--- src/rtl/mfi_pkg.sv ---
package mfi_pkg;
    typedef enum logic [0:0] {
        ST_HALTED  = 1'b0,
        ST_RUNNING = 1'b1
    } run_state_e;
endpackage

--- src/rtl/mfi_ctrl.sv ---
module mfi_ctrl
    import mfi_pkg::*;
(
    input  logic clk,
    input  logic rst_n,
    input  logic run_en_i,
    input  logic uf_tick_i,
    input  logic wr_en_i,
    output logic step_o,
    output logic load_o
);
    run_state_e state_q, state_d;

    // next-state logic: start / stop
    always_comb begin
        state_d = state_q;
        unique case (state_q)
            ST_HALTED:  if (run_en_i)  state_d = ST_RUNNING;
            ST_RUNNING: if (!run_en_i) state_d = ST_HALTED;
            default:                   state_d = ST_HALTED;
        endcase
    end

    always_ff @(posedge clk) begin
        if (!rst_n) state_q <= ST_HALTED;
        else        state_q <= state_d;
    end

    // per-state outputs
    always_comb begin
        step_o = 1'b0;
        load_o = 1'b0;
        unique case (state_q)
            ST_HALTED:  load_o = wr_en_i;
            ST_RUNNING: step_o = uf_tick_i;
            default: begin
                step_o = 1'b0;
                load_o = 1'b0;
            end
        endcase
    end
endmodule

--- src/rtl/mfi_index_reg.sv ---
module mfi_index_reg #(
    parameter int IDX_W = 14
) (
    input  logic             clk,
    input  logic             rst_n,
    input  logic             step_i,
    input  logic             load_i,
    input  logic [IDX_W-1:0] wr_data_i,
    output logic [IDX_W-1:0] idx_o
);
    logic [IDX_W-1:0] idx_q;

    always_ff @(posedge clk) begin
        if (!rst_n)      idx_q <= '0;
        else if (load_i) idx_q <= wr_data_i;
        else if (step_i) idx_q <= idx_q + 1'b1;
    end

    assign idx_o = idx_q;
endmodule

--- src/rtl/mfi_sof_gen.sv ---
module mfi_sof_gen #(
    parameter int IDX_W = 14,
    parameter int UF_W  = 3,
    localparam int FRM_W = IDX_W - UF_W
) (
    input  logic             clk,
    input  logic             rst_n,
    input  logic             step_i,
    input  logic             load_i,
    input  logic [IDX_W-1:0] wr_data_i,
    input  logic [FRM_W-1:0] cur_frm_i,
    output logic [FRM_W-1:0] sof_num_o,
    output logic             sof_req_o
);
    logic [FRM_W-1:0] lag_q;
    logic             req_q;
    logic             wr_uf_zero;
    logic [FRM_W-1:0] wr_frm_m1;

    // frame field of (wr_data - 1): borrow only when microframe bits are zero
    assign wr_uf_zero = (wr_data_i[UF_W-1:0] == '0);
    assign wr_frm_m1  = wr_data_i[IDX_W-1:UF_W] - {{(FRM_W-1){1'b0}}, wr_uf_zero};

    always_ff @(posedge clk) begin
        if (!rst_n) begin
            lag_q <= '1;
            req_q <= 1'b0;
        end else begin
            req_q <= step_i;
            if (load_i)      lag_q <= wr_frm_m1;
            else if (step_i) lag_q <= cur_frm_i;
        end
    end

    assign sof_num_o = lag_q;
    assign sof_req_o = req_q;
endmodule

--- src/rtl/mfi_counter_top.sv ---
module mfi_counter_top #(
    parameter int IDX_W     = 14,
    parameter int UF_W      = 3,
    parameter int LIST_AW   = 10,
    parameter int ENTRY_LG2 = 2,
    localparam int FRM_W = IDX_W - UF_W,
    localparam int OFF_W = LIST_AW + ENTRY_LG2
) (
    input  logic             clk,
    input  logic             rst_n,
    input  logic             run_en_i,
    input  logic             uf_tick_i,
    input  logic             wr_en_i,
    input  logic [IDX_W-1:0] wr_data_i,
    output logic [IDX_W-1:0] idx_o,
    output logic [OFF_W-1:0] list_off_o,
    output logic [FRM_W-1:0] sof_num_o,
    output logic             sof_req_o
);
    logic step_w;
    logic load_w;

    mfi_ctrl u_ctrl (
        .clk       (clk),
        .rst_n     (rst_n),
        .run_en_i  (run_en_i),
        .uf_tick_i (uf_tick_i),
        .wr_en_i   (wr_en_i),
        .step_o    (step_w),
        .load_o    (load_w)
    );

    mfi_index_reg #(.IDX_W(IDX_W)) u_idx (
        .clk       (clk),
        .rst_n     (rst_n),
        .step_i    (step_w),
        .load_i    (load_w),
        .wr_data_i (wr_data_i),
        .idx_o     (idx_o)
    );

    mfi_sof_gen #(.IDX_W(IDX_W), .UF_W(UF_W)) u_sof (
        .clk       (clk),
        .rst_n     (rst_n),
        .step_i    (step_w),
        .load_i    (load_w),
        .wr_data_i (wr_data_i),
        .cur_frm_i (idx_o[IDX_W-1:UF_W]),
        .sof_num_o (sof_num_o),
        .sof_req_o (sof_req_o)
    );

    generate
        if (ENTRY_LG2 > 0) begin : g_scaled
            assign list_off_o = {idx_o[UF_W+LIST_AW-1:UF_W], {ENTRY_LG2{1'b0}}};
        end else begin : g_unscaled
            assign list_off_o = idx_o[UF_W+LIST_AW-1:UF_W];
        end
    endgenerate
endmodule

--- config.mk ---
export PLATFORM = sky130hd
export DESIGN_NAME = mfi_counter_top
export DESIGN_NICKNAME = d
export VERILOG_FILES = /design/src/rtl/mfi_pkg.sv /design/src/rtl/mfi_ctrl.sv /design/src/rtl/mfi_index_reg.sv /design/src/rtl/mfi_sof_gen.sv /design/src/rtl/mfi_counter_top.sv
export SDC_FILE = /design/constraint.sdc
export NUM_CORES = 1
export LEC_CHECK = 0
export BUFFER_PORTS_ARGS = -buffer_cell sky130_fd_sc_hd__clkbuf_2
export CAP_MARGIN = 20
export CORE_MARGIN = 5
export CORE_UTILIZATION = 49
export DETAILED_ROUTE_END_ITERATION = 6
export GPL_TIMING_DRIVEN = 1
export PLACE_DENSITY_LB_ADDON = 0.05
export SETUP_SLACK_MARGIN = 0.15
export SYNTH_ARGS = -nofsm -noshare
export SYNTH_HDL_FRONTEND = slang
export SYNTH_SLANG_ARGS = --single-unit
--- constraint.sdc ---
create_clock -name clk -period 2.1 [get_ports clk]
set_clock_uncertainty 0.1 [all_clocks]
set_input_delay 0.21 -clock clk [delete_from_list [all_inputs] [get_ports clk]]
set_output_delay 0.21 -clock clk [all_outputs]
set_load 0.05 [all_outputs]
==> qor.csv, run 1 <==
metric,value,unit
status,"complete, no violations",
yosysSeqAreaShare,34.4,%
fin_nets,259,
firstDrtPassIters,4,
hold_class,input pin to register,
required,2.28,ns
critical_path.startpoint_type,register,
syn_area,1570,sq um
final_layout_size_suffix_gt1_share,30.1,%
yosys_register_bits,27,
synth_top_family_by_area,simple AND/OR/NAND/NOR gates,
die_area,4430,sq um
p_comb_share,32.5,%
grt_max_degree,29,
synth-xor-area-share,6.70,%
synth-main-ff-cell,dfxtp_1,
slew_viol_final,0,
whs_path_depth,2,
powerDensity,655,nW/um^2
ys_types,41,
grt_use_total,20.5,%
cts_tree,built,
top_level_ports,57,
vias_per_cell,5.64,
min_from,uf_tick_i,
dp_slack,0.0987,ns
placed_area,1840,sq um
cp-end-kind,register,
synth_top_area_share,34.4,%
fp.dieW,66.6,microns
tightestPinTransition,0.511,ns
critPathKind,register to register,
worstRegToRegCells,5,
power_switching,0.501,mW
grt_pass1_vias,1508,
period_share,82.3,%
finalPower,1.23,mW
fp.dieH,66.6,microns
fmax,579,MHz
maxUsedRoutingLayer,met4,
r2r_start,u_idx.idx_o[0],
cts_buffer_depth,2,
clk_latency,0.33,ns
syn_avg_cell_area,8.30,sq um
initialDrtViolationCount,69,
clkTransAtPathRegs,0.16,ns
syn_inst,189,
holdWs,0.0338,ns
crit_path_max_incr_delay,0.46,ns
coreArea,3050,sq um
postLayoutSetupSlackWorst,0.372,ns
grt_overflow,0,
io_buffer_count,54,
power_leakage,0.812,nW
synth_compound_area_share,20.7,%
rows,20,
syn2layout_area_growth,19.5,%
finalWirelength,4.48,mm
synth_largest_area_cell,dfxtp_1,
synth-edff-count,0,
final_cell_mix,"clkbuf_2 (54), dfxtp_1 (27), nand2_1 (24)",
cts_inserted_buffers,3,
rsz0062_at_grt,false,
power_frac_seq,48.1,%
detail-route-antenna-nets,0,
synth_mux_area_share,1.36,%
synth-adder-area-share,2.39,%
min_period,1.73,ns
met3_length,250,microns
irDropWorstVdd,0.286,mV
layout_commonest_cell,clkbuf_2,
yosys_warnings,0,
r2r_slack,0.37,ns
min_to,u_sof.sof_req_o,
m1WireLength,2.07,mm
n_antenna_cell,0,
hpwlAfterDp,3.36,mm
cp_max_fo,6,
cts_sinks,27,
htree_num_levels,1,
cp.arrival,1.91,ns
routedWlPerCell,16.0,microns
antenna_found_initial,0,
clockRootBuffer,clkbuf_4,
setup-tns-final,0,ns
met2_length,2.15,mm
synth_simple_gate_area_share,24.8,%
cp_slowest_cell,dfxtp_1,
grt_pass1_wl,7.12,mm
sw_frac_of_total,40.8,%
r2r_end,u_idx.idx_o[12],
setup_violations,0,
power_frac_clock,19.4,%
slew_headroom,65.9,%
hold_viol_final,0,
finalInstanceArea,1880,sq um
drc,0,
place.gp.congestion,0.858,
vias,1579,
initial_core_util,51.4,%
synth_area_leaders,"dfxtp_1 (34%), buf_4 (5.7%), nand2_1 (5.7%), xor2_1 (4.5%), o21ai_0 (3.8%)",
p_int,0.728,mW
drv_cap,0,
synth-async-reset-ratio,0,%
path_cells,"ha_1, and4_1, nand4_1, xor2_1, a21oi_1",
[cell usage after synthesis (3+ instances only)]
cell	count
dfxtp_1	27
nand2_1	24
buf_4	12
o21ai_0	12
a21oi_1	8
clkbuf_1	8
xor2_1	8
a21boi_0	7
nor2_1	6
a32oi_1	5
inv_1	5
nand3_1	5
nand4_1	5
and2_1	4
nor2b_1	4
xnor2_1	4
a221oi_1	3
and3_1	3
and4_1	3
ha_1	3
nor4_1	3
o2111ai_1	3
o211ai_1	3
[repair_timing]
action                                  CTS  global route
gates resized for setup                   0             1
setup buffers                             0             0
hold buffers                              1             0
endpoints found under the hold margin     1             0
endpoints found under the setup margin    0             1
[cells by family after synthesis]
| group | Yosys count |
|---|---|
| xor+xnor | 12 |
| mux | 2 |
| simple gates | 69 |
| fa+ha+maj | 3 |
| compound gates | 48 |
| other cells | 1 |
| buf+inv | 27 |
| flops | 27 |
[registers in the layout (all words and copies together) (netlist names)]
register and count:
u_sof.sof_num_o 11, u_idx.idx_o 14, u_sof.sof_req_o 1, u_ctrl.state_q 1
[cell type report]
cell class                      instances  area, sq um
Fill cell                             290         1180
Multi-Input combinational cell        136          886
Sequential cell                        27          541
Timing Repair Buffer                   64          348
Tap cell                               44         55.1
Clock buffer                            3         22.5
Inverter                                5         18.8
Clock inverter                          1         5.00
[power groups by stage]
stage | Combinational (mW) | Sequential [mW] | Clock [mW]
2_1_floorplan | 0.176 | 0.725 | 0
3_3_place_gp | 0.394 | 0.599 | 0
3_5_place_dp | 0.397 | 0.602 | 0
4_1_cts | 0.399 | 0.591 | 0.239
5_1_grt | 0.424 | 0.598 | 0.254
6_report | 0.399 | 0.591 | 0.239
[worst max-delay path by stage]
stage               depth (start not counted)  slack, ns                  to      startpoint
floorplan                                   4       0.20     u_idx.idx_o[13]  u_idx.idx_o[3]
global placement                            7       0.14  u_sof.sof_num_o[7]    wr_data_i[1]
detailed placement                          7        0.1  u_sof.sof_num_o[7]    wr_data_i[1]
CTS                                         4       0.27     u_idx.idx_o[13]  u_ctrl.state_q
global route                                4       0.26     u_idx.idx_o[13]  u_ctrl.state_q
finish                                      5       0.37     u_idx.idx_o[12]  u_idx.idx_o[0]
[through the flow]
stage,utilization (%),cells
floorplan,-,190
global placement,60.2,275
detailed placement,60.2,275
CTS,61.4,280
global route,61.4,280
finish,61.4,280
[metal layers]
layer	track usage [%]	up-vias
li1	-	777
met1	27.0	752
met2	34.7	48
met3	3.20	2
met4	4.82	0
met5	0	-
[worst max-delay path, delay by kind of cell (launching register included)]
| kind | cells | cell delay (ns) |
|---|---|---|
| xor gates and xnor gates | 1 | 0.17 |
| DFF | 1 | 0.46 |
| AOI/OAI and AO/OA | 1 | 0.15 |
| and+or+nand+nor | 2 | 0.55 |
| adders and majority gates | 1 | 0.25 |
No activity file was read; power rests on OpenSTA's default activity.
==> inputs of run 2 (changes only) <==
--- a/config.mk
+++ b/config.mk
@@ -8,7 +8,7 @@
 export BUFFER_PORTS_ARGS = -buffer_cell sky130_fd_sc_hd__clkbuf_2
 export CAP_MARGIN = 20
 export CORE_MARGIN = 5
-export CORE_UTILIZATION = 49
+export CORE_UTILIZATION = 44
 export DETAILED_ROUTE_END_ITERATION = 6
 export GPL_TIMING_DRIVEN = 1
 export PLACE_DENSITY_LB_ADDON = 0.05
==> constraint.sdc (replaced) <==
create_clock -name clk -period 1.5 [get_ports clk]
set_clock_uncertainty 0.1 [all_clocks]
set_input_delay 0.15 -clock clk [delete_from_list [all_inputs] [get_ports clk]]
set_output_delay 0.15 -clock clk [all_outputs]
set_load 0.05 [all_outputs]
==> qor.csv, run 2 (synthesis results as in run 1) <==
metric,value,unit
min_to,u_sof.sof_req_o,
clkTransAtPathRegs,0.15,ns
hold_viol_final,0,
fmax,670,MHz
initialDrtViolationCount,153,
power_leakage,1.04,nW
holdWs,0.0225,ns
drc,0,
grt_max_degree,22,
vias_per_cell,5.55,
setup-tns-final,0,ns
nFillCells,281,
required,1.67,ns
r2r_end,u_idx.idx_o[13],
htree_num_levels,1,
powerDensity,769,nW/um^2
r2r_start,u_ctrl.state_q,
largest_register_ffs,14,
detail-route-antenna-nets,0,
whs_path_depth,2,
cp_slowest_cell,dfxtp_2,
grt_use_total,21.2,%
die_area,4860,sq um
r2r_slack,0.007,ns
hpwlAfterDp,3.81,mm
cp-end-kind,register,
initial_core_util,46.3,%
place.gp.congestion,0.877,
rsz0062_at_grt,true,
layout_commonest_cell,buf_4,
startpoint,u_ctrl.state_q,
rows,21,
status,"complete, no violations",
path_cells,"and2_4, nand2_1, or4_1, a31oi_1",
fin_nets,290,
hold_class,input pin to register,
slew_viol_final,0,
critPathKind,register to register,
io_buffer_count,54,
antenna_found_initial,0,
finalWirelength,5.09,mm
cts_buffer_depth,2,
final_layout_size_suffix_gt1_share,48.3,%
cp.arrival,1.67,ns
coreArea,3390,sq um
fp.dieH,69.7,microns
cts_inserted_buffers,3,
top_level_ports,57,
firstDrtPassIters,4,
period_share,99.5,%
routedWlPerCell,16.3,microns
clockRootBuffer,clkbuf_4,
cp_num_buf_inv,0,
cp_max_fo,7,
min_period,1.49,ns
crit_path_max_incr_delay,0.46,ns
final_cell_mix,"buf_4 (49), clkbuf_2 (28), nand2_1 (23)",
critPathTopFamily,simple AND/OR/NAND/NOR gates,
worstRegToRegCells,4,
n_antenna_cell,0,
grt_pass1_wl,8.54,mm
drv_cap,0,
fp.dieW,69.7,microns
grt_pass1_vias,1758,
finalPower,1.85,mW
critical_path.startpoint_type,register,
clk_latency,0.33,ns
vias,1738,
min_from,uf_tick_i,
syn2layout_area_growth,53.1,%
cts_tree,built,
irDropWorstVdd,0.369,mV
grt_overflow,0,
cts_sinks,27,
setup_violations,0,
run 2: cell count changes in the layout (fill, tap and decap cells not counted), sizes merged:
cell	before	now
buf	9	56
clkbuf	57	42
clkinv	1	0
run 2: where the power goes:
part | internal (mW) | total, mW | switching [mW]
clock | 0.104 | 0.331 | 0.226
sequential | 0.767 | 0.804 | 0.0371
combinational | 0.246 | 0.713 | 0.467
total | 1.12 | 1.85 | 0.730
run 2: area by class of cell:
type	count	area, sq um	area share, %
Inverter	5	18.8	0.781
Multi-Input combinational cell	136	1020	42.7
Tap cell	46	57.6	2.40
Timing Repair Buffer	95	697	29.0
Clock buffer	4	26.3	1.09
Sequential cell	27	578	24.1
run 2: how the worst max path moves through the flow:
stage                                     end  slack, ns  cells past startpoint
after floorplan            u_sof.sof_num_o[7]      -0.12                      6
after CTS                 u_sof.sof_num_o[10]       0.03                      8
after global routing      u_sof.sof_num_o[10]      -0.05                      8
after global placement     u_sof.sof_num_o[7]      -0.31                      7
final                         u_idx.idx_o[13]      0.007                      4
after detailed placement  u_sof.sof_num_o[10]      -0.39                      8
run 2: per-layer routing:
metal | track usage, % | wire length [microns] | share of wire, % | vias to the layer above
met3 | 3.33 | 337 | 6.6 | 11
met5 | 0 | 0 | 0 | -
li1 | - | - | - | 834
met1 | 26.9 | 2120 | 42 | 812
met2 | 36.3 | 2550 | 50 | 81
met4 | 7.23 | 87 | 1.7 | 0
run 2: through the flow:
stage / cell area (sq um) / setup WS (ns) / cells / util [%]
final: 2400 / 0.00741 / 313 / 70.9
after global routing: 2400 / -0.0535 / 313 / 70.9
after CTS: 2340 / 0.0349 / 313 / 69.1
after detailed placement: 2140 / -0.389 / 302 / 63.2
after global placement: 2140 / -0.307 / 302 / 63.2
after floorplan: 1680 / -0.116 / 190 / -
run 2: repair_timing:
action | CTS | global route
resized for setup | 30 | 40
setup endpoints to repair | 39 | 40
endpoints found under the hold margin | 1 | 0
hold buffers | 1 | 0
setup buffers | 6 | 0
pin swaps | 12 | 5
